===== src/rtl/tricmp_pkg.sv =====
`timescale 1ns/1ps
package tricmp_pkg;
   localparam int NCMP     = 3;
   localparam int ADDR_W   = 5;
   localparam int DATA_W   = 32;
   localparam int CTL_W    = 8;
   localparam int POSSEL_W = 3;

   // word index = byte address / 4
   localparam logic [2:0] IDX_STAT = 3'd3;
   localparam logic [2:0] IDX_REF  = 3'd4;

   // bit 0 is the last member
   typedef struct packed {
      logic [POSSEL_W-1:0] pos;
      logic                neg_int;
      logic                inv;
      logic                hyst;
      logic                ie;
      logic                en;
   } cmp_ctl_t;

   typedef struct packed {
      logic       div_sel;
      logic       src_int;
      logic [1:0] zero;
      logic [3:0] level;
   } ref_ctl_t;

   // highest legal positive input code per comparator
   function automatic int pos_code_max(int idx);
      return (idx == 2) ? 3 : 4;
   endfunction
endpackage


===== src/rtl/tricmp_sync.sv =====
`timescale 1ns/1ps
module tricmp_sync #(
   parameter int STAGES = 2,
   parameter int WIDTH  = 1
) (
   input  logic             clk,
   input  logic             rst_n,
   input  logic [WIDTH-1:0] d,
   output logic [WIDTH-1:0] q
);
   logic [STAGES-1:0][WIDTH-1:0] pipe;

   if (STAGES < 2) begin : g_bad_stages
      $error("tricmp_sync: STAGES must be at least 2");
   end

   always_ff @(posedge clk or negedge rst_n) begin
      if (!rst_n) pipe <= '0;
      else        pipe <= {pipe[STAGES-2:0], d};
   end

   assign q = pipe[STAGES-1];
endmodule


===== src/rtl/tricmp_ref.sv =====
`timescale 1ns/1ps
module tricmp_ref
   import tricmp_pkg::*;
(
   input  logic             clk,
   input  logic             rst_n,
   input  logic             we,
   input  logic [CTL_W-1:0] wdata,
   output ref_ctl_t         rc
);
   ref_ctl_t rc_q;
   logic     unused_rsvd;

   assign unused_rsvd = ^wdata[5:4];

   always_ff @(posedge clk or negedge rst_n) begin
      if (!rst_n) rc_q <= '0;
      else if (we) begin
         rc_q.level   <= wdata[3:0];
         rc_q.zero    <= 2'b00;
         rc_q.src_int <= wdata[6];
         rc_q.div_sel <= wdata[7];
      end
   end

   assign rc = rc_q;


   ref_wr_chk: assert property (@(posedge clk) disable iff (!rst_n)
      we |=> (rc_q.level == $past(wdata[3:0]) && rc_q.div_sel == $past(wdata[7])));
endmodule


===== src/rtl/tricmp_chan.sv =====
`timescale 1ns/1ps
module tricmp_chan
   import tricmp_pkg::*;
#(
   parameter int SETTLE_CYC  = 400,
   parameter int POS_MAX     = 4,
   parameter int SYNC_STAGES = 2
) (
   input  logic             clk,
   input  logic             rst_n,
   input  logic             ctl_we,
   input  logic [CTL_W-1:0] ctl_wdata,
   input  logic             flag_clr,
   input  logic             raw,
   output cmp_ctl_t         ctl,
   output logic             rpt,
   output logic             flag
);
   cmp_ctl_t ctl_q, wr_val;
   logic     raw_s, ready, ready_q, rpt_q, chg, flag_q;

   if (POS_MAX < 0 || POS_MAX > (1 << POSSEL_W) - 1) begin : g_bad_posmax
      $error("tricmp_chan: POS_MAX out of range");
   end
   if (SETTLE_CYC < 0) begin : g_bad_settle
      $error("tricmp_chan: SETTLE_CYC must not be negative");
   end

   // reserved positive codes keep the stored code
   always_comb begin
      wr_val = cmp_ctl_t'(ctl_wdata);
      if (int'(wr_val.pos) > POS_MAX) wr_val.pos = ctl_q.pos;
   end

   always_ff @(posedge clk or negedge rst_n) begin
      if (!rst_n)      ctl_q <= '0;
      else if (ctl_we) ctl_q <= wr_val;
   end

   tricmp_sync #(.STAGES(SYNC_STAGES), .WIDTH(1)) u_sync (
      .clk  (clk),
      .rst_n(rst_n),
      .d    (raw),
      .q    (raw_s)
   );

   if (SETTLE_CYC == 0) begin : g_nosettle
      assign ready = ctl_q.en;
   end else begin : g_settle
      localparam int CNT_W = $clog2(SETTLE_CYC + 1);
      localparam logic [CNT_W-1:0] CNT_LOAD = CNT_W'(SETTLE_CYC);
      logic [CNT_W-1:0] cnt;

      always_ff @(posedge clk or negedge rst_n) begin
         if (!rst_n)            cnt <= CNT_LOAD;
         else if (!ctl_q.en)    cnt <= CNT_LOAD;
         else if (cnt != '0)    cnt <= cnt - CNT_W'(1);
      end
      assign ready = ctl_q.en && (cnt == '0);


      settle_hold_chk: assert property (@(posedge clk) disable iff (!rst_n)
         $rose(ctl_q.en) |-> !rpt);
   end

   assign rpt = ready & (raw_s ^ ctl_q.inv);
   assign chg = ready & ready_q & (rpt ^ rpt_q);

   always_ff @(posedge clk or negedge rst_n) begin
      if (!rst_n) begin
         ready_q <= 1'b0;
         rpt_q   <= 1'b0;
         flag_q  <= 1'b0;
      end else begin
         ready_q <= ready;
         rpt_q   <= rpt;
         flag_q  <= chg | (flag_q & ~flag_clr);
      end
   end

   assign ctl  = ctl_q;
   assign flag = flag_q;


   pos_keep_chk: assert property (@(posedge clk) disable iff (!rst_n)
      (ctl_we && int'(ctl_wdata[7:5]) > POS_MAX) |=> ctl_q.pos == $past(ctl_q.pos));

   flag_set_chk: assert property (@(posedge clk) disable iff (!rst_n)
      (ready && $past(ready) && rpt != $past(rpt)) |=> flag_q);

   clr_chk: assert property (@(posedge clk) disable iff (!rst_n)
      (flag_clr && !chg) |=> !flag_q);

   set_wins_chk: assert property (@(posedge clk) disable iff (!rst_n)
      (flag_clr && chg) |=> flag_q);

   off_quiet_chk: assert property (@(posedge clk) disable iff (!rst_n)
      !ctl_q.en |-> !rpt);
endmodule


===== src/rtl/tricmp_ctrl.sv =====
`timescale 1ns/1ps
module tricmp_ctrl
   import tricmp_pkg::*;
#(
   parameter int SETTLE_CYC  = 400,
   parameter int SYNC_STAGES = 2
) (
   input  logic              clk,
   input  logic              rst_n,
   input  logic [4:0]        bus_addr,
   input  logic              bus_we,
   input  logic [31:0]       bus_wdata,
   output logic [31:0]       bus_rdata,
   input  logic [2:0]        cmp_raw,
   output logic [2:0]        cmp_en,
   output logic [2:0]        cmp_hyst,
   output logic [2:0]        cmp_neg_int,
   output logic [8:0]        cmp_pos_sel,
   output logic [3:0]        ref_level,
   output logic              ref_src_int,
   output logic              ref_div_sel,
   output logic              irq
);
   localparam int STAT_OUT_LSB = NCMP;

   logic [2:0]      widx;
   logic [NCMP-1:0] flag_v, rpt_v, ie_v, clr_v;
   cmp_ctl_t        ctl_v [NCMP];
   ref_ctl_t        rc;
   logic            unused_bus;

   assign widx       = bus_addr[4:2];
   assign unused_bus = ^{bus_addr[1:0], bus_wdata[31:CTL_W]};
   assign clr_v      = (bus_we && widx == IDX_STAT) ? bus_wdata[NCMP-1:0] : '0;

   for (genvar i = 0; i < NCMP; i++) begin : g_cmp
      tricmp_chan #(
         .SETTLE_CYC (SETTLE_CYC),
         .POS_MAX    (pos_code_max(i)),
         .SYNC_STAGES(SYNC_STAGES)
      ) u_chan (
         .clk      (clk),
         .rst_n    (rst_n),
         .ctl_we   (bus_we && widx == 3'(i)),
         .ctl_wdata(bus_wdata[CTL_W-1:0]),
         .flag_clr (clr_v[i]),
         .raw      (cmp_raw[i]),
         .ctl      (ctl_v[i]),
         .rpt      (rpt_v[i]),
         .flag     (flag_v[i])
      );
      assign cmp_en[i]                           = ctl_v[i].en;
      assign cmp_hyst[i]                         = ctl_v[i].hyst;
      assign cmp_neg_int[i]                      = ctl_v[i].neg_int;
      assign cmp_pos_sel[POSSEL_W*i +: POSSEL_W] = ctl_v[i].pos;
      assign ie_v[i]                             = ctl_v[i].ie;
   end

   tricmp_ref u_ref (
      .clk  (clk),
      .rst_n(rst_n),
      .we   (bus_we && widx == IDX_REF),
      .wdata(bus_wdata[CTL_W-1:0]),
      .rc   (rc)
   );

   assign ref_level   = rc.level;
   assign ref_src_int = rc.src_int;
   assign ref_div_sel = rc.div_sel;

   always_comb begin
      bus_rdata = '0;
      for (int i = 0; i < NCMP; i++) begin
         if (widx == 3'(i)) bus_rdata[CTL_W-1:0] = ctl_v[i];
      end
      if (widx == IDX_STAT) begin
         bus_rdata[NCMP-1:0]                 = flag_v;
         bus_rdata[STAT_OUT_LSB +: NCMP]     = rpt_v;
      end
      if (widx == IDX_REF) bus_rdata[CTL_W-1:0] = rc;
   end

   assign irq = |(flag_v & ie_v);


   irq_quiet_chk: assert property (@(posedge clk) disable iff (!rst_n)
      (flag_v == '0 || ie_v == '0) |-> !irq);

   unmapped_rd_chk: assert property (@(posedge clk) disable iff (!rst_n)
      (widx > IDX_REF) |-> bus_rdata == '0);
endmodule


===== config.mk =====
export PLATFORM = sky130hd
export DESIGN_NAME = tricmp_ctrl
export DESIGN_NICKNAME = d
export VERILOG_FILES = /design/src/rtl/tricmp_pkg.sv /design/src/rtl/tricmp_sync.sv /design/src/rtl/tricmp_ref.sv /design/src/rtl/tricmp_chan.sv /design/src/rtl/tricmp_ctrl.sv
export SDC_FILE = /design/constraint.sdc
export NUM_CORES = 1
export LEC_CHECK = 0
export BUFFER_PORTS_ARGS = -buffer_cell sky130_fd_sc_hd__buf_2
export CORE_MARGIN = 2
export CORE_UTILIZATION = 55
export DETAILED_ROUTE_END_ITERATION = 8
export GPL_TIMING_DRIVEN = 0
export PLACE_DENSITY = 0.88
export RECOVER_POWER = 50
export SLEW_MARGIN = 20
export SYNTH_ARGS = -nofsm -noshare
export SYNTH_HDL_FRONTEND = slang
export SYNTH_SLANG_ARGS = --single-unit

===== constraint.sdc =====
create_clock -name clk -period 2.89 [get_ports clk]
set_input_delay 0 -clock clk [delete_from_list [all_inputs] [get_ports clk]]
set_output_delay 0 -clock clk [all_outputs]
set_load 0.1 [all_outputs]

==> flow_summary.yaml, run 1 <==
clocking:
  clk_path_buf_depth: 2
  clock-sinks: 72
  cts_root_buf: "clkbuf_8"
  h-tree-depth: 3
  cts_tree: "done"
  clock_latency_ns: 0.35
  numCtsBuffers: 9
  path_clk_slew_ns: 0.08
logic_synthesis:
  synthMuxAreaShare: 0.0984
  synthAdderAreaFrac: 0.00984
  synth_cells: 356
  synth_xor_area_frac: 0.0138
  synth_flop_cell: "dfrtp_1"
  async_flop_share: 1.00
  synth_area_mm2: 0.00382
  ys_types: 58
  synth_seq_cells: 72
  synth_compound_gate_area_share: 0.149
  synth-seq-area-share: 0.475
  synth_top_family_by_area: "compound AO/OA/AOI/OAI gates"
  ys_warn_count: 0
  syn_avg_cell_area_um2: 10.7
  synth-simple-area-share: 0.138
  synth-edff-count: 0
cells_and_area:
  multiInputGateArea_mm2: 0.00169
  final_nets: 498
  n_antenna_cell: 0
  fillers: 505
  layout-drive-gt1-share: 0.337
  area_growth_pct: 21.1
  seq_area_mm2: 0.00181
power_and_ir_drop:
  ir_drop_mv: 0.687
  finalPower_w: 0.00406
  power.leakage_nw: 2.16
  p_per_area_mw_per_mm2: 877
floorplan:
  io_pins: 100
  fp-row-count: 30
  die-height_um: 87.3
  core_mm2: 0.00676
  dieWidth_um: 87.3
  initial_core_util: 0.565
  dieArea_mm2: 0.00762
detailed_routing:
  wire_per_inst_um: 15.6
  top_layer: "met4"
  avgViaCountPerCell: 5.64
  drcViolationCount: 0
  routed_wl_mm: 8.39
  wl_met3_um: 550
  wl_met1_mm: 3.51
  routed-wl-met2_mm: 4.10
  drtIter0Drc: 251
  drt-pass1-iter-count: 5
  vias: 3030
  final_antenna_net_count: 0
critical_path:
  crit_fanout: 5
  max_stage_delay_ns: 0.60
  path_class: "reg2out"
  required_ns: 2.89
  worst_ep_arrival_time_ns: 2.72
  critPathTopFamily: "simple AND/OR/NAND/NOR gates"
  worstSetupEndpointType: "primary output"
  setup.worst_path.start_class: "register"
  critPathBufInv: 2
  crit_chain: "inv_1 > ha_1 > nor4b_1 > nand4b_1 > a211oi_2 > buf_2"
  slowest_stage: "nor4b_1"
global_routing:
  gr-usage-all-layers: 0.234
  grt_first_pass_wirelength_mm: 13.7
  grt_pass1_vias: 2885
  antenna_found_initial: 0
  overflow: 0
  grt_max_degree: 38
place:
  numPortBuffers: 49
  place_hpwl_mm: 5.81
  globalplace.congestion: 0.858
  dp_worst_setup_slack_ns: 0.477
sta:
  tightest_slew_ns: 1.88
  finalCritPeriodShare: 0.942
  fmax_mhz: 367
  rsz0062_at_grt: "no"
  layout_setup_ws_ns: 0.168
  hold_viol_final: 0
  setup_tns_ns: 0
  slew_headroom: -0.256
  finalSetupViolations: 0
  fin_skew_ns: 0.0125
  final.min_clock_period_ns: 2.72
  slew_viol_final: 36
status:
  outcome: "finished, violations left"
  violations: "max-capacitance violations, max-slew violations"
flow_run:
  cap_violations: 1
worst_hold_path:
  hold_class: "in2reg"
[per-stage QoR]
stage          hold slack (ns)  instances  utilization  area, um2
6_report                 0.133        537        0.684       4620
5_1_grt                  0.126        537        0.684       4620
4_1_cts                 0.0819        537        0.682       4610
3_5_place_dp           -0.0137        509        0.635       4290
3_3_place_gp             0.107        508        0.631       4270
2_1_floorplan           -0.296        379            -       3920
[logic make-up after synthesis]
group	count (synthesis)
xor gates and xnor gates	6
other	1
adders and majority gates	3
buffers and inverters	73
AOI/OAI and AO/OA	84
muxes	33
DFF	72
and+or+nand+nor	84
[layer usage]
layer  up-vias  global-route usage
met2       132               0.371
met3        20              0.0559
met1      1451               0.302
met4         0               0.109
met5         -                   0
li1       1427                   -
[placed cells by master (no fill, tap or decap), drive strengths merged, types with 5 or more instances in the layout]
| cell | instances |
|---|---|
| nor2b | 5 |
| nand2 | 18 |
| dfstp | 9 |
| o21ai | 14 |
| buf | 96 |
| nand2b | 9 |
| inv | 15 |
| a21oi | 23 |
| mux2 | 26 |
| dfrtp | 63 |
| nor3 | 8 |
| mux2i | 6 |
| clkbuf | 25 |
| o211ai | 5 |
| dlygate4sd3 | 12 |
| or4 | 8 |
| conb | 24 |
[power breakdown]
group          internal [W]  switching (W)
Combinational      0.000523        0.00124
Sequential          0.00124       0.000241
Clock              0.000445       0.000365
Total               0.00221        0.00185
[cell usage after synthesis, types with 5 or more instances]
cell,n,area [um2]
inv_1,15,56.3
buf_4,42,315
o21ai_0,14,70.1
or4_1,8,60.1
nor3_1,8,40.0
nand2b_1,9,56.3
nand2_1,18,67.6
mux2_2,26,293
clkbuf_1,10,37.5
nor2b_1,5,31.3
a21oi_1,23,115
o211ai_1,5,37.5
dfrtp_1,63,1580
mux2i_1,6,60.1
dfstp_2,9,236
[worst reg2reg max path: cells and delay by family (launching register included)]
family | cells | cell delay, ns
compound gates | 1 | 0.14
fa+ha+maj | 1 | 0.21
buf+inv | 2 | 0.28
flops | 1 | 0.39
simple gates | 2 | 0.89
[flip-flops by register name (all words and copies together) (netlist names)]
register                   cells
g_cmp.u_chan.u_sync.pipe       3
g_cmp.u_chan.ctl              24
g_cmp.u_chan.ready_q           3
g_cmp.u_chan.flag              3
u_ref.rc                       6
g_cmp.u_chan.g_settle.cnt     27
g_cmp.u_chan.rpt_q             3
g_cmp.u_chan.u_sync.q          3
[what timing repair did]
action                                 CTS  global route
resized for setup                        0             2
setup endpoints to repair                0             2
buffers inserted                         0             0
hold buffers                            12             0
endpoints found under the hold margin   95             0
[path summary, 6_finish.rpt]
| kind | slack [ns] | startpoint | cells after the start | endpoint |
|---|---|---|---|---|
| max in group asynchronous | 1.08 | rst_n | 2 | g_cmp[2].u_chan.ctl[3]$_DFFE_PN0P_ |
| worst max register to register | 0.89 | g_cmp[1].u_chan.g_settle.cnt[0]$_DFFE_PN0P_ | 6 | g_cmp[1].u_chan.g_settle.cnt[6]$_DFFE_PN0P_ |
| worst min register to register | 0.35 | g_cmp[0].u_chan.u_sync.pipe[0]$_DFF_PN0_ | 0 | g_cmp[0].u_chan.u_sync.q$_DFF_PN0_ |
| worst max-delay path | 0.17 | g_cmp[2].u_chan.g_settle.cnt[0]$_DFFE_PN0P_ | 6 | bus_rdata[5] |
| worst min-delay path | 0.13 | bus_addr[3] | 3 | g_cmp[0].u_chan.ctl[4]$_DFFE_PN0P_ |
| min in group asynchronous | 0.70 | rst_n | 2 | g_cmp[0].u_chan.g_settle.cnt[5]$_DFFE_PN0P_ |
[final cells by class]
cell class	instances	area share
inverter	15	0.0122
tap	80	0.0217
clock buffer	13	0.0344
sequential	72	0.392
multi-input combinational	234	0.365
timing repair buffer	62	0.0828
buffer	58	0.0823
clock inverter	3	0.00920
No activity file was read; power rests on OpenSTA's default activity.
==> run 2, diff against run 1 <==
==> constraint.sdc (replaced) <==
create_clock -name clk -period 2.89 [get_ports clk]
set_input_delay 0.578 -clock clk [delete_from_list [all_inputs] [get_ports clk]]
set_output_delay 0.578 -clock clk [all_outputs]
set_load 0.1 [all_outputs]
==> flow_summary.yaml, run 2 (synthesized netlist as in run 1, its figures left out) <==
floorplan:
  dieArea_mm2: 0.00762
  core_mm2: 0.00676
  initial_core_util: 0.565
  io_pins: 100
  fp-row-count: 30
  dieWidth_um: 87.3
  die-height_um: 87.3
place:
  place_hpwl_mm: 5.87
  dp.cells: 509
  numPortBuffers: 49
  globalplace.congestion: 0.863
cells_and_area:
  fin_cells: 526
  final_nets: 487
  area_growth_pct: 20.8
  layout-drive-gt1-share: 0.357
  largest-register: "g_cmp.u_chan.g_settle.cnt"
  layout_common_cells: "dfrtp_1 (63), buf_2 (48), buf_4 (45)"
  final_core_util: 0.682
  final_common_cell: "dfrtp_1"
  largest_register_ffs: 27
  n_antenna_cell: 0
clocking:
  ctsHoldBuffers: 0
  clock-sinks: 72
  path_clk_slew_ns: 0.08
  h-tree-depth: 3
  clock_latency_ns: 0.34
  cts_root_buf: "clkbuf_8"
  numCtsBuffers: 9
  clk_path_buf_depth: 2
  cts_tree: "done"
critical_path:
  crit_fanout: 10
  path_class: "in2out"
  crit_top_cell: "clkbuf_1"
  reg2reg_depth: 6
  regToRegEndpoint: "g_cmp[2].u_chan.g_settle.cnt[6]$_DFFE_PN0P_"
  slowest_stage: "clkbuf_1"
  worst_ep_arrival_time_ns: 2.20
  setup.worst_path.start_class: "input pin"
  max_stage_delay_ns: 0.41
  ff2ff_setup_slack_ns: 0.83
  worstSetupEndpointType: "primary output"
  critPathBufInv: 5
  required_ns: 2.31
  critPathTopFamily: "buffers and inverters"
  crit_chain: "buf_2 > clkbuf_1 > clkbuf_1 > inv_1 > a31oi_1 > a32oi_4 > buf_8"
  timing.rr.start: "g_cmp[2].u_chan.g_settle.cnt[0]$_DFFE_PN0P_"
detailed_routing:
  avgViaCountPerCell: 5.88
  routed_wl_mm: 8.62
  drtIter0Drc: 189
  vias: 3095
  drcViolationCount: 0
  wire_per_inst_um: 16.4
  drt-pass1-iter-count: 5
  final_antenna_net_count: 0
status:
  outcome: "completed"
global_routing:
  grt_max_degree: 61
  gr-usage-all-layers: 0.237
  overflow: 0
  antenna_found_initial: 0
  grt_first_pass_wirelength_mm: 14.0
  grt_pass1_vias: 2915
worst_hold_path:
  hold_class: "in2async"
sta:
  final.min_clock_period_ns: 2.78
  hold_viol_final: 0
  rsz0062_at_grt: "yes"
  finalCritPeriodShare: 0.961
  slew_headroom: 0.0305
  fin_hold_ws_ns: 0.257
  finalSetupViolations: 0
  slew_viol_final: 0
  fmax_mhz: 360
  fin_skew_ns: 0.00927
  tightest_slew_ns: 1.45
power_and_ir_drop:
  ir_drop_mv: 0.595
  p_per_area_mw_per_mm2: 912
  power.leakage_nw: 2.14
flow_run:
  cap_violations: 0
[run 2: repair_timing]
item / 4_1_cts / 5_1_grt
buffers inserted: 0 / 2
endpoints found under the hold margin: 0 / 0
setup endpoints to repair: 5 / 3
pin swaps: 0 / 2
resized for setup: 14 / 5
[run 2: per-stage QoR]
| stage | setup TNS, ns | instance area (um2) | power, W | worst slack [ns] |
|---|---|---|---|---|
| 3_5_place_dp | -0.377 | 4310 | 0.00322 | -0.161 |
| 6_report | 0 | 4610 | 0.00420 | 0.113 |
| 4_1_cts | 0 | 4600 | 0.00418 | 0.0603 |
| 3_3_place_gp | -0.347 | 4280 | 0.00316 | -0.169 |
| 2_1_floorplan | -1.77 | 3930 | 0.00291 | -0.520 |
| 5_1_grt | 0 | 4610 | 0.00440 | 0.00269 |
[run 2: where the power goes]
| part | internal, W | switching [W] |
|---|---|---|
| Clock | 0.000510 | 0.000364 |
| Sequential | 0.00124 | 0.000275 |
| Combinational | 0.000552 | 0.00126 |
| Total | 0.00230 | 0.00190 |
[run 2: area by class of cell]
class	instances	area, um2
buffer	57	377
fill	513	2150
sequential	72	1810
tap	80	100
multi-input combinational	234	1760
inverter	15	56.3
clock buffer	13	149
clock inverter	3	65.1
timing repair buffer	52	289
[run 2: worst max path at each step]
stage                                           startpoint      endpoint  slack, ns  cells past startpoint
2_1_floorplan                                  bus_addr[2]  bus_rdata[0]      -0.52                      5
3_3_place_gp                                   bus_addr[2]  bus_rdata[3]      -0.17                      7
3_5_place_dp   g_cmp[1].u_chan.g_settle.cnt[0]$_DFFE_PN0P_  bus_rdata[4]      -0.16                      6
4_1_cts        g_cmp[1].u_chan.g_settle.cnt[0]$_DFFE_PN0P_  bus_rdata[4]       0.06                      6
5_1_grt        g_cmp[2].u_chan.g_settle.cnt[0]$_DFFE_PN0P_  bus_rdata[5]      0.003                      6
6_report                                       bus_addr[4]  bus_rdata[3]       0.11                      7
[run 2: layer usage]
metal / vias up / global-route usage / share of wire
met5: - / 0 / 0
met4: 0 / 0.0993 / 0.024
met3: 28 / 0.0645 / 0.066
met2: 138 / 0.382 / 0.50
met1: 1517 / 0.302 / 0.41
li1: 1412 / - / -
